`config.mk`:
```
export PLATFORM = sky130hd
export DESIGN_NAME = cfg_reg_bank
export DESIGN_NICKNAME = d
export VERILOG_FILES = /design/src/rtl/cfg_reg_pkg.sv /design/src/rtl/cfg_reg_ctrl.sv /design/src/rtl/cfg_reg_datapath.sv /design/src/rtl/cfg_reg_bank.sv
export SDC_FILE = /design/constraint.sdc
export NUM_CORES = 1
export LEC_CHECK = 0
export BUFFER_PORTS_ARGS = -buffer_cell sky130_fd_sc_hd__buf_2
export CELL_PAD_IN_SITES_DETAIL_PLACEMENT = 1
export CELL_PAD_IN_SITES_GLOBAL_PLACEMENT = 1
export CORE_UTILIZATION = 35
export DETAILED_ROUTE_END_ITERATION = 10
export GPL_TIMING_DRIVEN = 1
export PLACE_DENSITY = 0.95
export SLEW_MARGIN = 25
export SYNTH_ARGS = -nofsm -noshare
export SYNTH_HDL_FRONTEND = slang
export SYNTH_SLANG_ARGS = --single-unit
```
`constraint.sdc`:
```
create_clock -name clk -period 4.9 [get_ports clk]
set_clock_uncertainty 0.1 [all_clocks]
set_input_delay 0.735 -clock clk [delete_from_list [all_inputs] [get_ports clk]]
set_output_delay 0.735 -clock clk [all_outputs]
set_load 0.02 [all_outputs]
```
`src/rtl/cfg_reg_pkg.sv`:
```
package cfg_reg_pkg;

  typedef enum logic [1:0] {
    ACC_RO = 2'd0,
    ACC_WO = 2'd1,
    ACC_RW = 2'd2
  } access_e;

  // Width of the word index inside the managed register (up to 16 words).
  localparam int IDX_W = 4;

  // Strobes passed from address decode to the datapath.
  typedef struct packed {
    logic             rawWr;
    logic             rawRd;
    logic             mgdWr;
    logic             mgdRd;
    logic [IDX_W-1:0] wordIdx;
  } ctl_t;

  function automatic logic canRead(access_e a);
    return a != ACC_WO;
  endfunction

  function automatic logic canWrite(access_e a);
    return a != ACC_RO;
  endfunction

endpackage

```
`src/rtl/cfg_reg_ctrl.sv`:
```
module cfg_reg_ctrl
  import cfg_reg_pkg::*;
#(
  parameter int AW       = 4,
  parameter int RAW_ADDR = 0,
  parameter int MGD_BASE = 1,
  parameter int NW       = 3
) (
  input  logic [AW-1:0] busAddr,
  input  logic          busWe,
  output ctl_t          ctl
);

  localparam int MGD_LAST = MGD_BASE + NW - 1;

  logic          rawHit;
  logic          mgdHit;
  logic [AW-1:0] offset;

  always_comb begin
    rawHit = (busAddr == AW'(RAW_ADDR));
    mgdHit = (int'(busAddr) >= MGD_BASE) && (int'(busAddr) <= MGD_LAST);
    offset = busAddr - AW'(MGD_BASE);

    ctl.rawWr   = busWe & rawHit;
    ctl.rawRd   = rawHit;
    ctl.mgdWr   = busWe & mgdHit;
    ctl.mgdRd   = mgdHit;
    ctl.wordIdx = mgdHit ? IDX_W'(offset) : '0;
  end

endmodule

```
`src/rtl/cfg_reg_datapath.sv`:
```
module cfg_reg_datapath
  import cfg_reg_pkg::*;
#(
  parameter int      DW          = 16,
  parameter int      RAW_W       = 12,
  parameter int      MW          = 40,
  parameter int      NW          = 3,
  parameter int      NF          = 4,
  parameter int      FOFF  [NF]  = '{0, 8, 20, 32},
  parameter int      FWID  [NF]  = '{8, 12, 12, 8},
  parameter access_e FBUS  [NF]  = '{ACC_RW, ACC_RO, ACC_WO, ACC_RW},
  parameter access_e FCORE [NF]  = '{ACC_RO, ACC_WO, ACC_RO, ACC_RW}
) (
  input  logic             clk,
  input  logic             rst,
  input  ctl_t             ctl,
  input  logic [DW-1:0]    busWdata,
  output logic [DW-1:0]    busRdata,
  output logic [RAW_W-1:0] rawData,
  output logic             rawStrobe,
  input  logic [RAW_W-1:0] rawIn,
  output logic [MW-1:0]    coreFieldOut,
  input  logic [MW-1:0]    coreFieldIn,
  input  logic [NF-1:0]    coreFieldWe
);

  localparam int PW = NW * DW;

  // kind: 0 bus write, 1 bus read, 2 core read
  function automatic logic [MW-1:0] buildMask(input int kind);
    logic [MW-1:0] m;
    logic          ok;
    m = '0;
    for (int f = 0; f < NF; f++) begin
      case (kind)
        0:       ok = canWrite(FBUS[f]);
        1:       ok = canRead(FBUS[f]);
        default: ok = canRead(FCORE[f]);
      endcase
      for (int b = 0; b < MW; b++)
        if (ok && b >= FOFF[f] && b < FOFF[f] + FWID[f]) m[b] = 1'b1;
    end
    return m;
  endfunction

  localparam logic [MW-1:0] BUS_WR_MASK  = buildMask(0);
  localparam logic [MW-1:0] BUS_RD_MASK  = buildMask(1);
  localparam logic [MW-1:0] CORE_RD_MASK = buildMask(2);

  logic [MW-1:0]    fieldQ;
  logic [MW-1:0]    coreBitWe;
  logic [MW-1:0]    busBitWe;
  logic [MW-1:0]    wrBits;
  logic [PW-1:0]    padded;
  logic [DW-1:0]    rdWord;
  logic [DW-1:0]    rdQ;
  logic [RAW_W-1:0] rawDataQ;
  logic             rawStrobeQ;

  // Per-bit core write enables from the per-field enables.
  always_comb begin
    coreBitWe = '0;
    for (int f = 0; f < NF; f++)
      for (int b = 0; b < MW; b++)
        if (canWrite(FCORE[f]) && coreFieldWe[f] &&
            b >= FOFF[f] && b < FOFF[f] + FWID[f])
          coreBitWe[b] = 1'b1;
  end

  // Per-bit bus write enables: word 0 (lowest address) is the top word.
  always_comb begin
    for (int b = 0; b < MW; b++) begin
      busBitWe[b] = ctl.mgdWr && BUS_WR_MASK[b] &&
                    (ctl.wordIdx == IDX_W'(NW - 1 - b / DW));
      wrBits[b]   = busWdata[b % DW];
    end
  end

  // Field storage; the core side has priority over the bus side.
  always_ff @(posedge clk) begin
    if (rst) begin
      fieldQ <= '0;
    end else begin
      fieldQ <= (fieldQ & ~(coreBitWe | busBitWe))
              | (coreFieldIn & coreBitWe)
              | (wrBits & busBitWe & ~coreBitWe);
    end
  end

  // Read word selection.
  always_comb begin
    padded = PW'(fieldQ & BUS_RD_MASK);
    rdWord = '0;
    for (int k = 0; k < NW; k++)
      if (ctl.wordIdx == IDX_W'(k))
        rdWord = padded[(NW - 1 - k) * DW +: DW];
  end

  always_ff @(posedge clk) begin
    if (rst) begin
      rdQ        <= '0;
      rawDataQ   <= '0;
      rawStrobeQ <= 1'b0;
    end else begin
      if (ctl.rawRd)      rdQ <= DW'(rawIn);
      else if (ctl.mgdRd) rdQ <= rdWord;
      else                rdQ <= '0;
      rawStrobeQ <= ctl.rawWr;
      if (ctl.rawWr) rawDataQ <= busWdata[RAW_W-1:0];
    end
  end

  assign busRdata     = rdQ;
  assign rawData      = rawDataQ;
  assign rawStrobe    = rawStrobeQ;
  assign coreFieldOut = fieldQ & CORE_RD_MASK;

endmodule

```
`src/rtl/cfg_reg_bank.sv`:
```
module cfg_reg_bank
  import cfg_reg_pkg::*;
#(
  parameter int      AW          = 4,
  parameter int      DW          = 16,
  parameter int      RAW_W       = 12,
  parameter int      RAW_ADDR    = 0,
  parameter int      MGD_BASE    = 1,
  parameter int      MW          = 40,
  parameter int      NF          = 4,
  parameter int      FOFF  [NF]  = '{0, 8, 20, 32},
  parameter int      FWID  [NF]  = '{8, 12, 12, 8},
  parameter access_e FBUS  [NF]  = '{ACC_RW, ACC_RO, ACC_WO, ACC_RW},
  parameter access_e FCORE [NF]  = '{ACC_RO, ACC_WO, ACC_RO, ACC_RW}
) (
  input  logic             clk,
  input  logic             rst,
  input  logic [AW-1:0]    busAddr,
  input  logic             busWe,
  input  logic [DW-1:0]    busWdata,
  output logic [DW-1:0]    busRdata,
  output logic [RAW_W-1:0] rawData,
  output logic             rawStrobe,
  input  logic [RAW_W-1:0] rawIn,
  output logic [MW-1:0]    coreFieldOut,
  input  logic [MW-1:0]    coreFieldIn,
  input  logic [NF-1:0]    coreFieldWe
);

  localparam int NW = (MW + DW - 1) / DW;

  ctl_t ctl;

  cfg_reg_ctrl #(
    .AW(AW), .RAW_ADDR(RAW_ADDR), .MGD_BASE(MGD_BASE), .NW(NW)
  ) u_ctrl (
    .busAddr(busAddr),
    .busWe  (busWe),
    .ctl    (ctl)
  );

  cfg_reg_datapath #(
    .DW(DW), .RAW_W(RAW_W), .MW(MW), .NW(NW), .NF(NF),
    .FOFF(FOFF), .FWID(FWID), .FBUS(FBUS), .FCORE(FCORE)
  ) u_dp (
    .clk         (clk),
    .rst         (rst),
    .ctl         (ctl),
    .busWdata    (busWdata),
    .busRdata    (busRdata),
    .rawData     (rawData),
    .rawStrobe   (rawStrobe),
    .rawIn       (rawIn),
    .coreFieldOut(coreFieldOut),
    .coreFieldIn (coreFieldIn),
    .coreFieldWe (coreFieldWe)
  );

endmodule

```
==> reports/results.txt <==
# Max-Cap Violations = 0
TritonRoute pass-1 iters = 4
Top-count cell post-synth = dfxtp_1
Largest family of logic cells by synthesized area = compound AO/OA/AOI/OAI gates
H-tree depth = 3
Synthesis Warnings = 0
CTS sink cnt = 69
FF+latch count, synth = 69
Post-synth EDFFs = 0
Post-layout min period = 2.89 ns
CP bufs+invs = 2
Num rows = 34
Ranking of synthesized cells by area = dfxtp_1 (44%), buf_4 (9.8%), a21oi_1 (5.8%)
TritonCTS clock tree = built
Sum of negative setup slack = 0 ns
DIE WIDTH = 96.5 um
Critical path class = input port to flip-flop
CTS Buffer Depth = 2
Power Density = 324 mW/mm^2
Slowest cell on crit path = or3b_1
Tightest Hold Check Type = flip-flop to flip-flop
Worst EP required = 5.08 ns
First DRT Iteration DRCs = 98
Status = finished, final reports clean
Initial core utilization = 0.360
Antenna violations before repair = 0
Hold_ws = 0.356 ns
Max frequency = 347 MHz
Post-synth top flop = dfxtp_1
Die Ht = 96.5 um
RSZ-0062 raised after global routing = false
Simple-gate area share of the yosys netlist = 0.149
Crit Path Max Fanout = 17
# port buffers = 113
Placed instance count = 523
Setup-failing EPs final = 0
Clock-pin slew on the worst setup and hold paths = 0.07 ns
Drc violations = 0
Placed cell areas = 0.00349 sq mm
Pleak = 0.00166 uW
Max Slew Vio Count = 0
Cell Area, Synth = 0.00313 sq mm
Yosys top cell area share = 0.442
Worst slew pin tran = 0.954 ns
Sequential fraction of the synthesis area = 0.442
Post-CTS Hold Buffers = 0
Cells after Synth = 354
Wire length per cell = 17.0 um
Synth area leader = dfxtp_1
First-pass GRT wire length = 13.6 mm
Number of global-route vias before repair = 2739
Setup Fix Bufs, Post-CTS = 0
Peak supply drop = 0.133 mV
Area delta synth->final = 17.9%
Post-Synth XOR/XNOR Area = 0
Mapped Avg Cell Area = 8.83 sq um
Tot GR Track Use = 0.197
Startpoint types = input port
Root buffer cell = clkbuf_8
Asr flop ratio synth = 0
Largest net degree at the start of global routing = 57
Vias per inst = 5.15
Fill count = 1062
Library cells used by synthesis = 37
Synth Area in Adders = 0.0120
Crit-path cells = buf_2 > inv_1 > ha_1 > or3b_1 > nor4_2 > a22o_1
Power, Total = 1200 uW
Full die area = 0.00931 sq mm
Hold Fails Final Rpt = 0
Proportion of layout cells with a drive suffix above 1 = 0.316
Critical path's largest stage delay = 0.66 ns
# nets final = 508
Core area = 0.00868 sq mm
Placer Congestion = 0.784
Post-DP HPWL = 6.72 mm
Cell family with most CP delay = simple AND/OR/NAND/NOR gates
Post-synthesis mux area share = 0.0512
PostCTS Resize Cnt = 0
CTS Buf Count = 9
Synth top cells by count = dfxtp_1 (69), buf_4 (41), a21oi_1 (36), o21ai_0 (31), nand2_1 (28)
Fin area = 0.00369 sq mm
Vias = 2773
Insertion delay to the later sink of the worst-skew pair = 0.34 ns
Routed Antenna Nets = 0
ANT cells = 0
Final period utilization = 0.589
Slew HR = 0.361
Routed wire length = 9.13 mm
Compound-gate portion of the synthesized area = 0.199
CP arrival = 3.06 ns
# IOs = 148
Worst setup EP type = flip-flop
GR Overflow Total = 0
Fin cells = 538
## through the flow
step	util	setup WS, ns
3_5_place_dp	0.402	1.68
6_report	0.425	2.01
4_1_cts	0.424	2.01
3_3_place_gp	0.401	1.78
5_1_grt	0.425	1.89
2_1_floorplan	-	2.57
## area by class of cell
type / instances / area [sq um] / share of cell area
clock inverters: 1 / 30.0 / 0.00815
inverters: 11 / 41.3 / 0.0112
repair buffers: 116 / 591 / 0.160
multi-input cells: 219 / 1350 / 0.365
clock buffers: 14 / 163 / 0.0441
flip-flops and latches: 69 / 1380 / 0.375
well taps: 108 / 135 / 0.0367
## path summary, 6_finish.rpt
path	start	to	slack, ns	cells after the start
hold reg to reg	u_dp.rawData[1]	u_dp.rawData[1]	0.36	2
hold / removal	u_dp.rawData[1]	u_dp.rawData[1]	0.36	2
setup / recovery	busAddr[0]	u_dp.busRdata[9]	2.01	6
setup reg to reg	u_dp.fieldQ[32]	u_dp.busRdata[0]	3.78	3
## where the power goes
part           total [uW]  internal [uW]  switching (uW)  leakage [uW]
Combinational         146           50.5            95.5       0.00100
Clock                 465            261             204     0.0000968
Sequential            584            576            8.74      0.000561
Total                1200            887             308       0.00166
## metal layers
layer	wire length (um)	vias up	GRT usage
met2	4450	102	0.333
met3	651	12	0.0540
met5	0	-	0
met1	3890	1324	0.232
li1	-	1335	-
met4	139	0	0.0833
## placed cells by master (no fill, tap or decap), drive strengths merged, types with 4 or more instances in the layout
| master | Yosys | layout |
|---|---|---|
| inv | 11 | 11 |
| a21oi | 36 | 36 |
| nor2 | 17 | 17 |
| nand3 | 20 | 20 |
| o22ai | 4 | 4 |
| a22o | 8 | 8 |
| clkbuf | 17 | 14 |
| conb | 1 | 12 |
| a221oi | 8 | 8 |
| a41oi | 8 | 8 |
| o21ai | 32 | 32 |
| mux2i | 16 | 16 |
| buf | 49 | 116 |
| o31ai | 4 | 4 |
| and2 | 5 | 5 |
| dfxtp | 69 | 69 |
| nand2 | 28 | 28 |
## kinds of logic after synthesis
kind of cell	count (synthesis)
AOI/OAI and AO/OA	101
adders and majority gates	3
buffers and inverters	77
DFF	69
muxes	16
other	1
and+or+nand+nor	87
## worst reg2reg max path, cell delays in order, from the launching register on
cell,delay (ns)
dfxtp_1,0.33
mux2i_1,0.23
o22ai_1,0.13
a22o_1,0.21
Note: power is estimated with default switching activity, not from simulation.
